[src/rtl/ubl_pkg.sv]
// Shared constants and the controller state type for the UART boot engine.
// Assumes 8-bit characters and a 32-bit RAM word.
package ubl_pkg;
    localparam logic [7:0] CH_STX = 8'h02;
    localparam logic [7:0] CH_SOH = 8'h01;
    localparam logic [7:0] CH_ACK = 8'h06;
    localparam logic [7:0] CH_NAK = 8'h15;

    localparam int LEN_BITS   = 16;
    localparam int WORD_BYTES = 4;
    localparam int LANE_BITS  = $clog2(WORD_BYTES);
    localparam int WORD_BITS  = 8 * WORD_BYTES;

    typedef enum logic [2:0] {
        ST_TX,
        ST_TX_WAIT,
        ST_HDR,
        ST_DATA,
        ST_SEND_SUM,
        ST_CONFIRM,
        ST_PASS,
        ST_FAIL
    } boot_state_t;
endpackage

[src/rtl/ubl_uart_tx.sv]
// Serialiser: sends one 8N1 character per accepted byte, LSB first.
// Assumes CLKS_PER_BIT >= 2; tx_o idles high and ready_o is high when idle.
module ubl_uart_tx #(
    parameter int CLKS_PER_BIT = 139
) (
    input  logic       clk,
    input  logic       rst_n,
    input  logic [7:0] data_i,
    input  logic       valid_i,
    output logic       ready_o,
    output logic       tx_o
);
    localparam int CW = $clog2(CLKS_PER_BIT);

    logic          busy_q;
    logic          line_q;
    logic [8:0]    shreg_q;
    logic [3:0]    bits_left_q;
    logic [CW-1:0] tick_q;

    // Walk start bit, data bits and stop bit, each lasting one bit period.
    always_ff @(posedge clk) begin
        if (!rst_n) begin
            busy_q      <= 1'b0;
            line_q      <= 1'b1;
            shreg_q     <= '1;
            bits_left_q <= '0;
            tick_q      <= '0;
        end else if (!busy_q) begin
            if (valid_i) begin
                busy_q      <= 1'b1;
                line_q      <= 1'b0;
                shreg_q     <= {1'b1, data_i};
                bits_left_q <= 4'd9;
                tick_q      <= CW'(CLKS_PER_BIT - 1);
            end
        end else if (tick_q != '0) begin
            tick_q <= tick_q - 1'b1;
        end else if (bits_left_q == 4'd0) begin
            busy_q <= 1'b0;
        end else begin
            line_q      <= shreg_q[0];
            shreg_q     <= {1'b1, shreg_q[8:1]};
            bits_left_q <= bits_left_q - 1'b1;
            tick_q      <= CW'(CLKS_PER_BIT - 1);
        end
    end

    assign ready_o = !busy_q;
    assign tx_o    = line_q;

    AST_TX_IDLE_HIGH: assert property (@(posedge clk) disable iff (!rst_n)
        !busy_q |-> line_q);
endmodule

[src/rtl/ubl_uart_rx.sv]
// Deserialiser: finds a start bit, samples each bit at its centre and
// presents the byte for one cycle near the end of a valid stop bit.
// Assumes CLKS_PER_BIT >= 4; frames with a low stop bit are dropped.
module ubl_uart_rx #(
    parameter int CLKS_PER_BIT = 139
) (
    input  logic       clk,
    input  logic       rst_n,
    input  logic       rx_i,
    output logic [7:0] data_o,
    output logic       valid_o
);
    localparam int CW   = $clog2(CLKS_PER_BIT);
    localparam int HALF = CLKS_PER_BIT / 2;
    localparam int TAIL = (HALF > 2) ? HALF - 2 : 0;

    typedef enum logic [2:0] {RX_IDLE, RX_START, RX_BITS, RX_STOP, RX_TAIL} rx_state_t;

    rx_state_t     st_q;
    logic [1:0]    sync_q;
    logic [7:0]    shreg_q;
    logic [2:0]    idx_q;
    logic [CW-1:0] tick_q;
    logic          valid_q;
    logic          rxs;

    // Two-stage synchroniser for the asynchronous line.
    always_ff @(posedge clk) begin
        if (!rst_n) sync_q <= 2'b11;
        else        sync_q <= {sync_q[0], rx_i};
    end
    assign rxs = sync_q[1];

    // Bit-timing state machine.
    always_ff @(posedge clk) begin
        if (!rst_n) begin
            st_q    <= RX_IDLE;
            shreg_q <= '0;
            idx_q   <= '0;
            tick_q  <= '0;
            valid_q <= 1'b0;
        end else begin
            valid_q <= 1'b0;
            unique case (st_q)
                RX_IDLE: if (!rxs) begin
                    tick_q <= CW'(HALF - 1);
                    st_q   <= RX_START;
                end
                RX_START: if (tick_q != '0) tick_q <= tick_q - 1'b1;
                    else if (!rxs) begin
                        tick_q <= CW'(CLKS_PER_BIT - 1);
                        idx_q  <= '0;
                        st_q   <= RX_BITS;
                    end else st_q <= RX_IDLE;
                RX_BITS: if (tick_q != '0) tick_q <= tick_q - 1'b1;
                    else begin
                        shreg_q <= {rxs, shreg_q[7:1]};
                        tick_q  <= CW'(CLKS_PER_BIT - 1);
                        idx_q   <= idx_q + 1'b1;
                        if (idx_q == 3'd7) st_q <= RX_STOP;
                    end
                RX_STOP: if (tick_q != '0) tick_q <= tick_q - 1'b1;
                    else if (rxs) begin
                        tick_q <= CW'(TAIL);
                        st_q   <= RX_TAIL;
                    end else st_q <= RX_IDLE;
                RX_TAIL: if (tick_q != '0) tick_q <= tick_q - 1'b1;
                    else begin
                        valid_q <= 1'b1;
                        st_q    <= RX_IDLE;
                    end
                default: st_q <= RX_IDLE;
            endcase
        end
    end

    assign data_o  = shreg_q;
    assign valid_o = valid_q;

    AST_RX_VALID_PULSE: assert property (@(posedge clk) disable iff (!rst_n)
        valid_q |=> !valid_q);
endmodule

[src/rtl/ubl_gap_timer.sv]
// Counts idle cycles while the controller waits for a host byte.
// Assumes clear_i is held whenever run_i is low; expiry is level, not latched.
module ubl_gap_timer #(
    parameter int TMO_W = 20
) (
    input  logic             clk,
    input  logic             rst_n,
    input  logic             clear_i,
    input  logic             run_i,
    input  logic [TMO_W-1:0] limit_i,
    output logic             expired_o
);
    logic [TMO_W-1:0] cnt_q;

    // Saturating count of cycles since the last clear.
    always_ff @(posedge clk) begin
        if (!rst_n || clear_i)            cnt_q <= '0;
        else if (run_i && cnt_q < limit_i) cnt_q <= cnt_q + 1'b1;
    end

    assign expired_o = run_i && !clear_i && (cnt_q >= limit_i);
endmodule

[src/rtl/uart_boot_loader.sv]
// Boot download controller: sends STX, reads SOH and length, stores the
// payload into RAM word-packed, returns an XOR checksum and waits for the
// host's final acknowledge before requesting remap and software reset.
// Assumes a byte-write RAM port that accepts one write per cycle.
module uart_boot_loader
    import ubl_pkg::*;
#(
    parameter int CLKS_PER_BIT = 139,
    parameter int ADDR_W       = 13,
    parameter int TMO_W        = 20
) (
    input  logic                 clk,
    input  logic                 rst_n,
    input  logic                 rx_i,
    output logic                 tx_o,
    input  logic [TMO_W-1:0]     timeout_i,
    output logic                 ram_we_o,
    output logic [ADDR_W-1:0]    ram_addr_o,
    output logic [WORD_BITS-1:0] ram_wdata_o,
    output logic [WORD_BYTES-1:0] ram_be_o,
    output logic                 done_o,
    output logic                 pass_o,
    output logic                 remap_req_o,
    output logic                 soft_rst_req_o
);
    boot_state_t          state_q, ret_q;
    logic [7:0]           tx_byte_q;
    logic [1:0]           hdr_cnt_q;
    logic                 soh_ok_q;
    logic [LEN_BITS-1:0]  len_q;
    logic [LEN_BITS-1:0]  byte_cnt_q;
    logic [7:0]           sum_q;
    logic                 we_q;
    logic [ADDR_W-1:0]    addr_q;
    logic [WORD_BITS-1:0] wdata_q;
    logic [WORD_BYTES-1:0] be_q;
    logic                 req_q;

    logic                 tx_ready;
    logic [7:0]           rx_byte;
    logic                 rx_valid;
    logic                 tmo_run, tmo_clr, tmo_hit;
    logic [WORD_BYTES-1:0] lane_sel;
    logic [LEN_BITS-1:0]  len_next;

    ubl_uart_tx #(.CLKS_PER_BIT(CLKS_PER_BIT)) u_tx (
        .clk     (clk),
        .rst_n   (rst_n),
        .data_i  (tx_byte_q),
        .valid_i (state_q == ST_TX),
        .ready_o (tx_ready),
        .tx_o    (tx_o)
    );

    ubl_uart_rx #(.CLKS_PER_BIT(CLKS_PER_BIT)) u_rx (
        .clk     (clk),
        .rst_n   (rst_n),
        .rx_i    (rx_i),
        .data_o  (rx_byte),
        .valid_o (rx_valid)
    );

    assign tmo_run = (state_q == ST_HDR) || (state_q == ST_DATA) || (state_q == ST_CONFIRM);
    assign tmo_clr = !tmo_run || rx_valid;

    ubl_gap_timer #(.TMO_W(TMO_W)) u_gap (
        .clk       (clk),
        .rst_n     (rst_n),
        .clear_i   (tmo_clr),
        .run_i     (tmo_run),
        .limit_i   (timeout_i),
        .expired_o (tmo_hit)
    );

    // Byte-lane decode of the running byte counter.
    for (genvar g = 0; g < WORD_BYTES; g++) begin : g_lane
        assign lane_sel[g] = (byte_cnt_q[LANE_BITS-1:0] == LANE_BITS'(g));
    end

    assign len_next = {rx_byte, len_q[7:0]};

    // Protocol sequencer: handshake, payload storage, checksum, confirmation.
    always_ff @(posedge clk) begin
        if (!rst_n) begin
            state_q    <= ST_TX;
            ret_q      <= ST_HDR;
            tx_byte_q  <= CH_STX;
            hdr_cnt_q  <= '0;
            soh_ok_q   <= 1'b0;
            len_q      <= '0;
            byte_cnt_q <= '0;
            sum_q      <= '0;
            we_q       <= 1'b0;
            addr_q     <= '0;
            wdata_q    <= '0;
            be_q       <= '0;
            req_q      <= 1'b0;
        end else begin
            we_q  <= 1'b0;
            req_q <= 1'b0;
            unique case (state_q)
                ST_TX:      if (tx_ready) state_q <= ST_TX_WAIT;
                ST_TX_WAIT: if (tx_ready) state_q <= ret_q;
                ST_HDR: begin
                    if (rx_valid) begin
                        hdr_cnt_q <= hdr_cnt_q + 1'b1;
                        unique case (hdr_cnt_q)
                            2'd0: soh_ok_q <= (rx_byte == CH_SOH);
                            2'd1: len_q[7:0] <= rx_byte;
                            default: begin
                                len_q     <= len_next;
                                tx_byte_q <= soh_ok_q ? CH_ACK : CH_NAK;
                                state_q   <= ST_TX;
                                if (!soh_ok_q)           ret_q <= ST_FAIL;
                                else if (len_next == '0) ret_q <= ST_SEND_SUM;
                                else                     ret_q <= ST_DATA;
                            end
                        endcase
                    end else if (tmo_hit) begin
                        if (hdr_cnt_q == 2'd0) state_q <= ST_FAIL;
                        else begin
                            tx_byte_q <= CH_NAK;
                            ret_q     <= ST_FAIL;
                            state_q   <= ST_TX;
                        end
                    end
                end
                ST_DATA: begin
                    if (rx_valid) begin
                        we_q       <= 1'b1;
                        addr_q     <= ADDR_W'(byte_cnt_q >> LANE_BITS);
                        wdata_q    <= {WORD_BYTES{rx_byte}};
                        be_q       <= lane_sel;
                        sum_q      <= sum_q ^ rx_byte;
                        byte_cnt_q <= byte_cnt_q + 1'b1;
                        if (byte_cnt_q == len_q - 1'b1) state_q <= ST_SEND_SUM;
                    end else if (tmo_hit) begin
                        state_q <= ST_FAIL;
                    end
                end
                ST_SEND_SUM: begin
                    tx_byte_q <= sum_q;
                    ret_q     <= ST_CONFIRM;
                    state_q   <= ST_TX;
                end
                ST_CONFIRM: begin
                    if (rx_valid) begin
                        if (rx_byte == CH_ACK) begin
                            state_q <= ST_PASS;
                            req_q   <= 1'b1;
                        end else begin
                            state_q <= ST_FAIL;
                        end
                    end else if (tmo_hit) begin
                        state_q <= ST_FAIL;
                    end
                end
                ST_PASS: state_q <= ST_PASS;
                ST_FAIL: state_q <= ST_FAIL;
                default: state_q <= ST_FAIL;
            endcase
        end
    end

    assign ram_we_o       = we_q;
    assign ram_addr_o     = addr_q;
    assign ram_wdata_o    = wdata_q;
    assign ram_be_o       = be_q;
    assign done_o         = (state_q == ST_PASS) || (state_q == ST_FAIL);
    assign pass_o         = (state_q == ST_PASS);
    assign remap_req_o    = req_q;
    assign soft_rst_req_o = req_q;

    AST_BE_SINGLE: assert property (@(posedge clk) disable iff (!rst_n)
        ram_we_o |-> $countones(ram_be_o) == 1);
    AST_REQ_ON_PASS: assert property (@(posedge clk) disable iff (!rst_n)
        remap_req_o |-> done_o && pass_o);
    AST_REQ_SINGLE: assert property (@(posedge clk) disable iff (!rst_n)
        remap_req_o |=> !remap_req_o);
    AST_DONE_STICKY: assert property (@(posedge clk) disable iff (!rst_n)
        done_o |=> done_o && $stable(pass_o));
    AST_QUIET_AFTER_DONE: assert property (@(posedge clk) disable iff (!rst_n)
        done_o |-> tx_o && !ram_we_o);
endmodule

[config.mk]
export PLATFORM = sky130hd
export DESIGN_NAME = uart_boot_loader
export DESIGN_NICKNAME = d
export VERILOG_FILES = /design/src/rtl/ubl_pkg.sv /design/src/rtl/ubl_uart_tx.sv /design/src/rtl/ubl_uart_rx.sv /design/src/rtl/ubl_gap_timer.sv /design/src/rtl/uart_boot_loader.sv
export SDC_FILE = /design/constraint.sdc
export NUM_CORES = 1
export LEC_CHECK = 0
export BUFFER_PORTS_ARGS = -buffer_cell sky130_fd_sc_hd__clkbuf_2
export CORE_AREA = 2 2 126 128
export DETAILED_ROUTE_END_ITERATION = 10
export DIE_AREA = 0 0 128 130
export GPL_TIMING_DRIVEN = 0
export PLACE_DENSITY = 0.82
export SETUP_SLACK_MARGIN = 0.2
export SLEW_MARGIN = 15
export SYNTH_ARGS = -nofsm -noshare
export SYNTH_HDL_FRONTEND = slang
export SYNTH_SLANG_ARGS = --single-unit
export TNS_END_PERCENT = 100
[constraint.sdc]
create_clock -name clk -period 2.7 [get_ports clk]
set_input_delay 0.405 -clock clk [delete_from_list [all_inputs] [get_ports clk]]
set_output_delay 0.405 -clock clk [all_outputs]
set_load 0.01 [all_outputs]
==> results of run 1 <==
stage by stage:
step / setup slack, ns / cell area, µm² / std cells / utilization, %
after global routing: 0.0400 / 9670 / 1284 / 62.7
final: 0.123 / 9670 / 1284 / 62.7
after global placement: -0.178 / 8700 / 1236 / 56.4
after detailed placement: -0.248 / 8700 / 1236 / 56.4
after CTS: 0.0649 / 9410 / 1276 / 61.0
after floorplan: 0.189 / 8080 / 968 / -
critical path, delay by kind of cell (launching register included):
family	cells	cell delay, ns
simple gates	4	1.15
compound gates	2	0.57
flops	1	0.35
buf+inv	2	0.14
xor+xnor	1	0.14
fa+ha+maj	1	0.13
what timing repair did:
| action | in CTS | in global routing |
|---|---|---|
| cloned | 0 | 0 |
| buffers inserted | 8 | 8 |
| hold endpoints to repair | 0 | 0 |
| pin swaps | 9 | 17 |
| resized for setup | 21 | 43 |
| setup endpoints to repair | 47 | 53 |
state kept, by name (all words and copies together) (netlist names), 8 cells and up:
| register | count |
|---|---|
| byte_cnt_q | 16 |
| len_q | 16 |
| ram_addr_o | 13 |
| ram_wdata_o | 8 |
| sum_q | 8 |
| tx_byte_q | 8 |
| u_gap.cnt_q | 20 |
| u_rx.data_o | 8 |
| u_rx.tick_q | 8 |
| u_tx.shreg_q | 8 |
| u_tx.tick_q | 8 |
path summary, 6_finish.rpt:
kind	slack, ns	cells past startpoint	start	endpoint
worst max-delay path	0.12	10	len_q[1]$_SDFFE_PN0P_	state_q[0]$_SDFFE_PN0P_
worst min-delay path	0.15	2	rx_i	u_rx.sync_q[0]$_SDFF_PN1_
worst max register to register	0.12	10	len_q[1]$_SDFFE_PN0P_	state_q[0]$_SDFFE_PN0P_
worst min register to register	0.41	1	u_rx.sync_q[0]$_SDFF_PN1_	u_rx.sync_q[1]$_SDFF_PN1_
kinds of logic after synthesis:
family	count (synthesis)
AND/OR/NAND/NOR	399
AO/OA/AOI/OAI	162
flip-flops	151
buffers and inverters	120
XOR/XNOR	69
adder cells (fa/ha/maj)	35
multiplexers	32
placed cells by master (no fill, tap or decap), drive strengths merged, types with 4 or more instances in the layout:
| cell | synthesis | final |
|---|---|---|
| nor2 | 64 | 64 |
| a21oi | 29 | 29 |
| a211oi | 5 | 5 |
| nand3b | 5 | 5 |
| xnor2 | 40 | 40 |
| mux2i | 31 | 31 |
| a21boi | 41 | 41 |
| dfxtp | 151 | 151 |
| buf | 30 | 48 |
| nor3 | 16 | 16 |
| nand2 | 131 | 131 |
| or2 | 4 | 4 |
| clkinv | 0 | 5 |
| o31ai | 6 | 6 |
| nand4 | 17 | 17 |
| o221a | 4 | 4 |
| o21a | 5 | 5 |
| o21ai | 38 | 38 |
| nor2b | 25 | 25 |
| nor4 | 12 | 12 |
| nand3 | 44 | 44 |
| inv | 44 | 44 |
| ha | 35 | 35 |
| a31oi | 7 | 7 |
| xor2 | 29 | 29 |
| a21o | 4 | 4 |
| and2 | 32 | 32 |
| nand2b | 19 | 19 |
| and3 | 13 | 13 |
| clkbuf | 46 | 145 |
layer usage:
layer | routed length [µm] | track usage [%] | share of wire [%]
met4 | 570 | 10.1 | 2.9
met2 | 9150 | 37.5 | 47
met5 | 0 | 0 | 0
met3 | 973 | 3.65 | 5.0
met1 | 8640 | 30.4 | 45
cell type report:
cell class / instances / area share, %
multi-input combinational: 697 / 48.9
sequential: 151 / 31.5
timing repair buffer: 92 / 5.44
clock buffer: 25 / 5.23
buffer: 76 / 4.34
tap: 192 / 2.49
inverter: 44 / 1.73
clock inverter: 7 / 0.453
power groups by stage:
stage / clock network (µW) / logic (µW) / registers (µW)
2_1_floorplan: 0 / 1000 / 2540
3_3_place_gp: 0 / 1230 / 2560
3_5_place_dp: 0 / 1270 / 2570
4_1_cts: 2220 / 1310 / 2520
5_1_grt: 2310 / 1540 / 2550
6_report: 2210 / 1380 / 2530
==> impl_metrics.csv, run 1 <==
group,metric,value,unit
synth,synth.net_count,1026,
clock_tree,clk_pin_slew,0.06,ns
synth,ys_warn_count,0,
global_routing,grt_overflow,0,
sta,setup_violations,0,
detailed_routing,vias,7135,
placed_design,port_buffers,76,
synth,ys_ff_latch,151,
layout,area_growth,20.2,%
clock_tree,cts_sinks,151,
global_routing,grt_pass1_wl,30900,µm
synth,synth_edf_count,0,
layout,diodes,0,
synth,synthFlopType,"dfxtp_1",
detailed_routing,drtIter0Drc,583,
synth,synthArstFlopShare,0,%
worst_setup_path,cp-start-kind,"flop",
clock_tree,clock_path_buffers,2,
power_and_ir_drop,p_leak,0.00409,µW
power_and_ir_drop,p_int,4230,µW
worst_setup_path,cp_max_fo,4,
die,rows,46,
sta,finalMaxSlewViolations,0,
power_and_ir_drop,p_per_area,632,mW/mm²
die,io_pins,78,
layout,final_nets,1137,
clock_tree,cts_root_buf,"clkbuf_16",
sta,rsz0062_at_grt,"true",
power_and_ir_drop,switchingPower,1880,µW
placed_design,routabilityCongestion,0.889,
global_routing,antenna_found_initial,0,
synth,synth_most_common_cell,"dfxtp_1",
layout,drive_gt1_share,20.1,%
die,chipHeight,130,µm
sta,max_freq,388,MHz
synth,syn-cell-area,0.00804,mm²
synth,synth_area_leaders,"dfxtp_1 38%, nand2_1 6.1%, ha_1 5.4%",
sta,setup_tns,0,ns
clock_tree,worstSkewPairLatency,0.44,ns
synth,synth.top_cell.area_share,37.6,%
synth,yosys.area.top_type,"dfxtp_1",
detailed_routing,finalWirelength,19300,µm
die,die_x,128,µm
clock_tree,htreeDepth,4,
sta,whs,0.153,ns
clock_tree,cts_hold_buf,0,
sta,finalCritPeriodShare,95.5,%
die,core_area,0.0154,mm²
layout,fill_cells,1245,
synth,synth_commonest_cells,"151 x dfxtp_1, 130 x nand2_1, 64 x nor2_1, 45 x clkbuf_1",
power_and_ir_drop,pwr-share-seq,41.4,%
clock_tree,cts_buffers,17,
synth,synth_seq_area_share,37.6,%
die,start_util,52.1,%
synth,synth_top_family_by_area,"simple AND/OR/NAND/NOR gates",
sta,min_period,2.58,ns
power_and_ir_drop,p_comb_share,22.5,%
detailed_routing,vias_per_cell,5.56,
die,dieArea,0.0166,mm²
synth,synth_xor_area_share,7.52,%
power_and_ir_drop,pwr-share-clk,36.1,%
global_routing,grt_pass1_vias,6385,
worst_setup_path,crit_type,"flop to flop",
synth,netlist_instances,968,
worst_setup_path,crit_path_top_delay_cell,"or4_1",
layout,multiInputGateArea,0.00472,mm²
synth,avgSynthCellArea,8.30,µm²
worst_setup_path,cp_slowest_stage_delay,0.50,ns
clock_tree,cts_tree,"yes",
hold_path,min_path_type,"input pin to flop",
sta,worstMarginPinSlew,0.762,ns
detailed_routing,drcViolationCount,0,
placed_design,place_hpwl,13000,µm
status,outcome,"finished, final reports clean",
detailed_routing,postRouteAntennaNets,0,
synth,synth_compound_area_share,13.6,%
power_and_ir_drop,ir_drop,0.502,mV
synth,yosys.area_share.simple,24.9,%
worst_setup_path,cp_data_arrival_time,2.91,ns
global_routing,grt_use_total,23.0,%
flow_run,max-cap-violations,0,
sta,skew,0.00972,ns
sta,hold_viol_final,0,
global_routing,grt_max_degree,17,
power_and_ir_drop,swShare,30.8,%
synth,synth_fa_ha_area_share,5.45,%
synth,yosys-mux-area-fraction,4.00,%
detailed_routing,dr.pass1.iters,5,
layout,regArea,0.00304,mm²
power_and_ir_drop,power.total,6110,µW
detailed_routing,drt-wirelength-per-cell,15.1,µm
sta,relSlewSlack,48.9,%
worst_setup_path,end_kind,"flop",
synth,ys_types,65,
worst_setup_path,path_cells,"inv_4 > ha_4 > buf_8 > nor2b_4 > nand2_2 > or4_4 > xnor2_2 > or4_1 > o31a_1 > o32ai_1",
worst_setup_path,critPathRequiredTime,3.04,ns
Note: power is estimated with default switching activity, not from simulation.
==> run 2: changes to the inputs <==
--- a/config.mk
+++ b/config.mk
@@ -6,14 +6,15 @@
 export NUM_CORES = 1
 export LEC_CHECK = 0
 export BUFFER_PORTS_ARGS = -buffer_cell sky130_fd_sc_hd__clkbuf_2
-export CORE_AREA = 2 2 126 128
+export CORE_AREA = 2 2 128 130
 export DETAILED_ROUTE_END_ITERATION = 10
-export DIE_AREA = 0 0 128 130
+export DIE_AREA = 0 0 130 132
 export GPL_TIMING_DRIVEN = 0
-export PLACE_DENSITY = 0.82
+export PLACE_DENSITY = 0.83
 export SETUP_SLACK_MARGIN = 0.2
 export SLEW_MARGIN = 15
 export SYNTH_ARGS = -nofsm -noshare
 export SYNTH_HDL_FRONTEND = slang
+export SYNTH_HIERARCHICAL = 1
 export SYNTH_SLANG_ARGS = --single-unit
 export TNS_END_PERCENT = 100
==> run 2 against run 1 <==
Compared with the run above: largest power group unchanged; total power rose by 13%; die area rose by 3.1%; combinational power rose by 33%; the flow now finishes with violations (negative setup slack); global-route usage rose by 1.7 points.
==> impl_metrics.csv, run 2 <==
group,metric,value,unit
synth,synthFlopType,"dfxtp_1",
clock_tree,cts_root_buf,"clkbuf_16",
synth,synth_seq_area_share,36.0,%
die,start_util,53.4,%
die,chipHeight,132,µm
synth,synth_top_family_by_area,"simple AND/OR/NAND/NOR gates",
worst_setup_path,cp-start-kind,"flop",
synth,synth_edf_count,0,
layout,final_nets,1214,
sta,finalCritPeriodShare,114,%
detailed_routing,drcViolationCount,0,
worst_setup_path,cp_data_arrival_time,3.41,ns
synth,yosys-mux-area-fraction,0.477,%
worst_setup_path,cp_slowest_stage_delay,0.35,ns
layout,layout_common_cells,"134 x nand2_1, 134 x dfxtp_1, 79 x clkbuf_2",
hold_path,min_path_type,"input pin to flop",
layout,top_regs,"u_gap/cnt_q x20, byte_cnt_q x16, len_q x16",
layout,multiInputGateArea,0.00517,mm²
die,rows,46,
placed_design,place_hpwl,14000,µm
layout,fill_cells,1212,
placed_design,place_area,0.00922,mm²
sta,setup_slack,-0.391,ns
power_and_ir_drop,p_per_area,656,mW/mm²
synth,netlist_instances,1018,
layout,area_growth,25.4,%
detailed_routing,drt-wirelength-per-cell,17.1,µm
worst_setup_path,path_cells,"ha_4 > a21o_1 > a21o_1 > a221oi_2 > nand4_1 > buf_6 > a21oi_4 > nor3_4 > or2_4 > a2111oi_4 > or2b_4 > a221oi_4 > nor3b_2 > a22o_1",
detailed_routing,vias_per_cell,5.95,
die,die_x,130,µm
synth,synth.top_cell.area_share,36.0,%
worst_setup_path,path_buf_inv,1,
die,dieArea,0.0172,mm²
status,violations,"negative setup slack",
detailed_routing,finalWirelength,23700,µm
worst_setup_path,reg2reg_slack,-0.39,ns
sta,finalMaxSlewViolations,0,
synth,synth_fa_ha_area_share,5.22,%
global_routing,grt_pass1_wl,34700,µm
clock_tree,cts_tree,"yes",
clock_tree,worstSkewPairLatency,0.44,ns
detailed_routing,dr.pass1.iters,6,
clock_tree,clock_path_buffers,2,
sta,max_freq,323,MHz
placed_design,routabilityCongestion,0.900,
synth,ys_ff_latch,151,
synth,synth_xor_area_share,4.28,%
global_routing,antenna_found_initial,0,
power_and_ir_drop,swShare,32.2,%
layout,regArea,0.00306,mm²
worst_setup_path,cp_max_fo,3,
layout,diodes,0,
worst_setup_path,critPathRequiredTime,3.02,ns
worst_setup_path,end_kind,"flop",
synth,synth.net_count,1076,
worst_setup_path,crit_path_top_delay_cell,"dfxtp_4",
synth,yosys.area.top_type,"dfxtp_1",
placed_design,dpl_worst_slack,-0.752,ns
power_and_ir_drop,p_comb_share,26.7,%
power_and_ir_drop,pwr-share-clk,36.3,%
sta,worstMarginPinSlew,0.977,ns
power_and_ir_drop,switchingPower,2220,µW
worst_setup_path,path_delay_family,"compound AO/OA/AOI/OAI gates",
sta,skew,0.00684,ns
synth,synth_compound_area_share,19.9,%
clock_tree,cts_hold_buf,0,
layout,largest_register_ff_count,20,
synth,synthArstFlopShare,0,%
layout,largest_register,"u_gap/cnt_q",
layout,drive_gt1_share,26.0,%
detailed_routing,postRouteAntennaNets,0,
power_and_ir_drop,pwr-share-seq,37.0,%
sta,setup_tns,-4.17,ns
worst_setup_path,crit_type,"flop to flop",
power_and_ir_drop,p_leak,0.00411,µW
sta,rsz0062_at_grt,"true",
synth,ys_warn_count,6,
global_routing,grt_overflow,0,
synth,avgSynthCellArea,8.25,µm²
worst_setup_path,cpMostUsedCell,"a21o_1",
synth,synth_most_common_cell,"dfxtp_1",
status,outcome,"complete, but fails checks",
sta,relSlewSlack,34.3,%
die,io_pins,78,
detailed_routing,vias,8234,
global_routing,grt_max_degree,17,
layout,finalInstanceArea,0.0105,mm²
synth,synth_area_leaders,"dfxtp_1 36%, nand2_1 6.0%, ha_1 5.2%",
clock_tree,cts_sinks,151,
sta,hold_viol_final,0,
synth,syn-cell-area,0.00839,mm²
die,core_area,0.0157,mm²
clock_tree,htreeDepth,4,
clock_tree,clk_pin_slew,0.06,ns
global_routing,grt_pass1_vias,7276,
synth,ys_types,86,
placed_design,port_buffers,77,
synth,synth_commonest_cells,"151 x dfxtp_1, 135 x nand2_1, 62 x a21oi_1, 46 x a21boi_0, 46 x o21ai_0",
sta,setup_violations,21,
synth,yosys.area_share.simple,27.0,%
power_and_ir_drop,ir_drop,0.530,mV
global_routing,grt_use_total,24.7,%
power_and_ir_drop,p_int,4680,µW
flow_run,max-cap-violations,0,
clock_tree,cts_buffers,17,
detailed_routing,drtIter0Drc,737,
sta,min_period,3.09,ns
run 2: worst paths after layout:
| kind | from | end | cells past startpoint |
|---|---|---|---|
| max | u_gap/cnt_q[17]$_SDFFE_PP0P_ | state_q[2]$_SDFFE_PN0P_ | 14 |
| min | rx_i | u_rx/sync_q[0]$_SDFF_PN1_ | 2 |
| max reg2reg | u_gap/cnt_q[17]$_SDFFE_PP0P_ | state_q[2]$_SDFFE_PN0P_ | 14 |
| min reg2reg | u_rx/sync_q[0]$_SDFF_PN1_ | u_rx/sync_q[1]$_SDFF_PN1_ | 1 |
run 2: through the flow:
stage	power [µW]	util [%]	hold WS, ns	instances
global route	7170	67.0	0.188	1385
CTS	6660	64.8	0.156	1367
global placement	4040	58.7	0.402	1311
detailed placement	4090	58.7	0.402	1311
finish	6900	67.0	0.156	1385
floorplan	3760	-	0.386	1018
run 2: area by class of cell:
type / count / share of cell area, %
Timing Repair Buffer: 119 / 6.93
Inverter: 46 / 1.79
Sequential cell: 151 / 29.1
Multi-Input combinational cell: 744 / 49.1
Clock buffer: 20 / 4.43
Clock inverter: 12 / 1.43
Buffer: 77 / 4.64
Tap cell: 216 / 2.57
run 2: cells by family (layout without fill, tap and decap cells):
logic type / Yosys count / count (layout)
and+or+nand+nor: 418 / 418
muxes: 4 / 4
AOI/OAI and AO/OA: 246 / 246
DFF: 151 / 151
adders and majority gates: 35 / 35
buffers and inverters: 123 / 274
xor gates and xnor gates: 41 / 41
run 2: power by group through the flow:
stage | clock [µW] | combinational, µW | sequential, µW
finish | 2500 | 1840 | 2560
global route | 2620 | 1980 | 2580
CTS | 2490 | 1620 | 2550
detailed placement | 0 | 1490 | 2600
global placement | 0 | 1450 | 2590
floorplan | 0 | 1190 | 2570
run 2: repair_timing:
| action | in CTS | in global routing |
|---|---|---|
| gates resized for setup | 49 | 56 |
| gates cloned | 0 | 3 |
| buffers inserted | 24 | 15 |
| hold endpoints to repair | 0 | 0 |
| pin swaps | 15 | 31 |
| endpoints found under the setup margin | 26 | 26 |
run 2: metal layers:
layer | wire length [µm] | track usage (%) | vias up
li1 | - | - | 3868
met1 | 9610 | 30.4 | 3907
met2 | 11800 | 42.3 | 356
met3 | 1380 | 5.15 | 103
met4 | 964 | 8.90 | 0
met5 | 0 | 0 | -
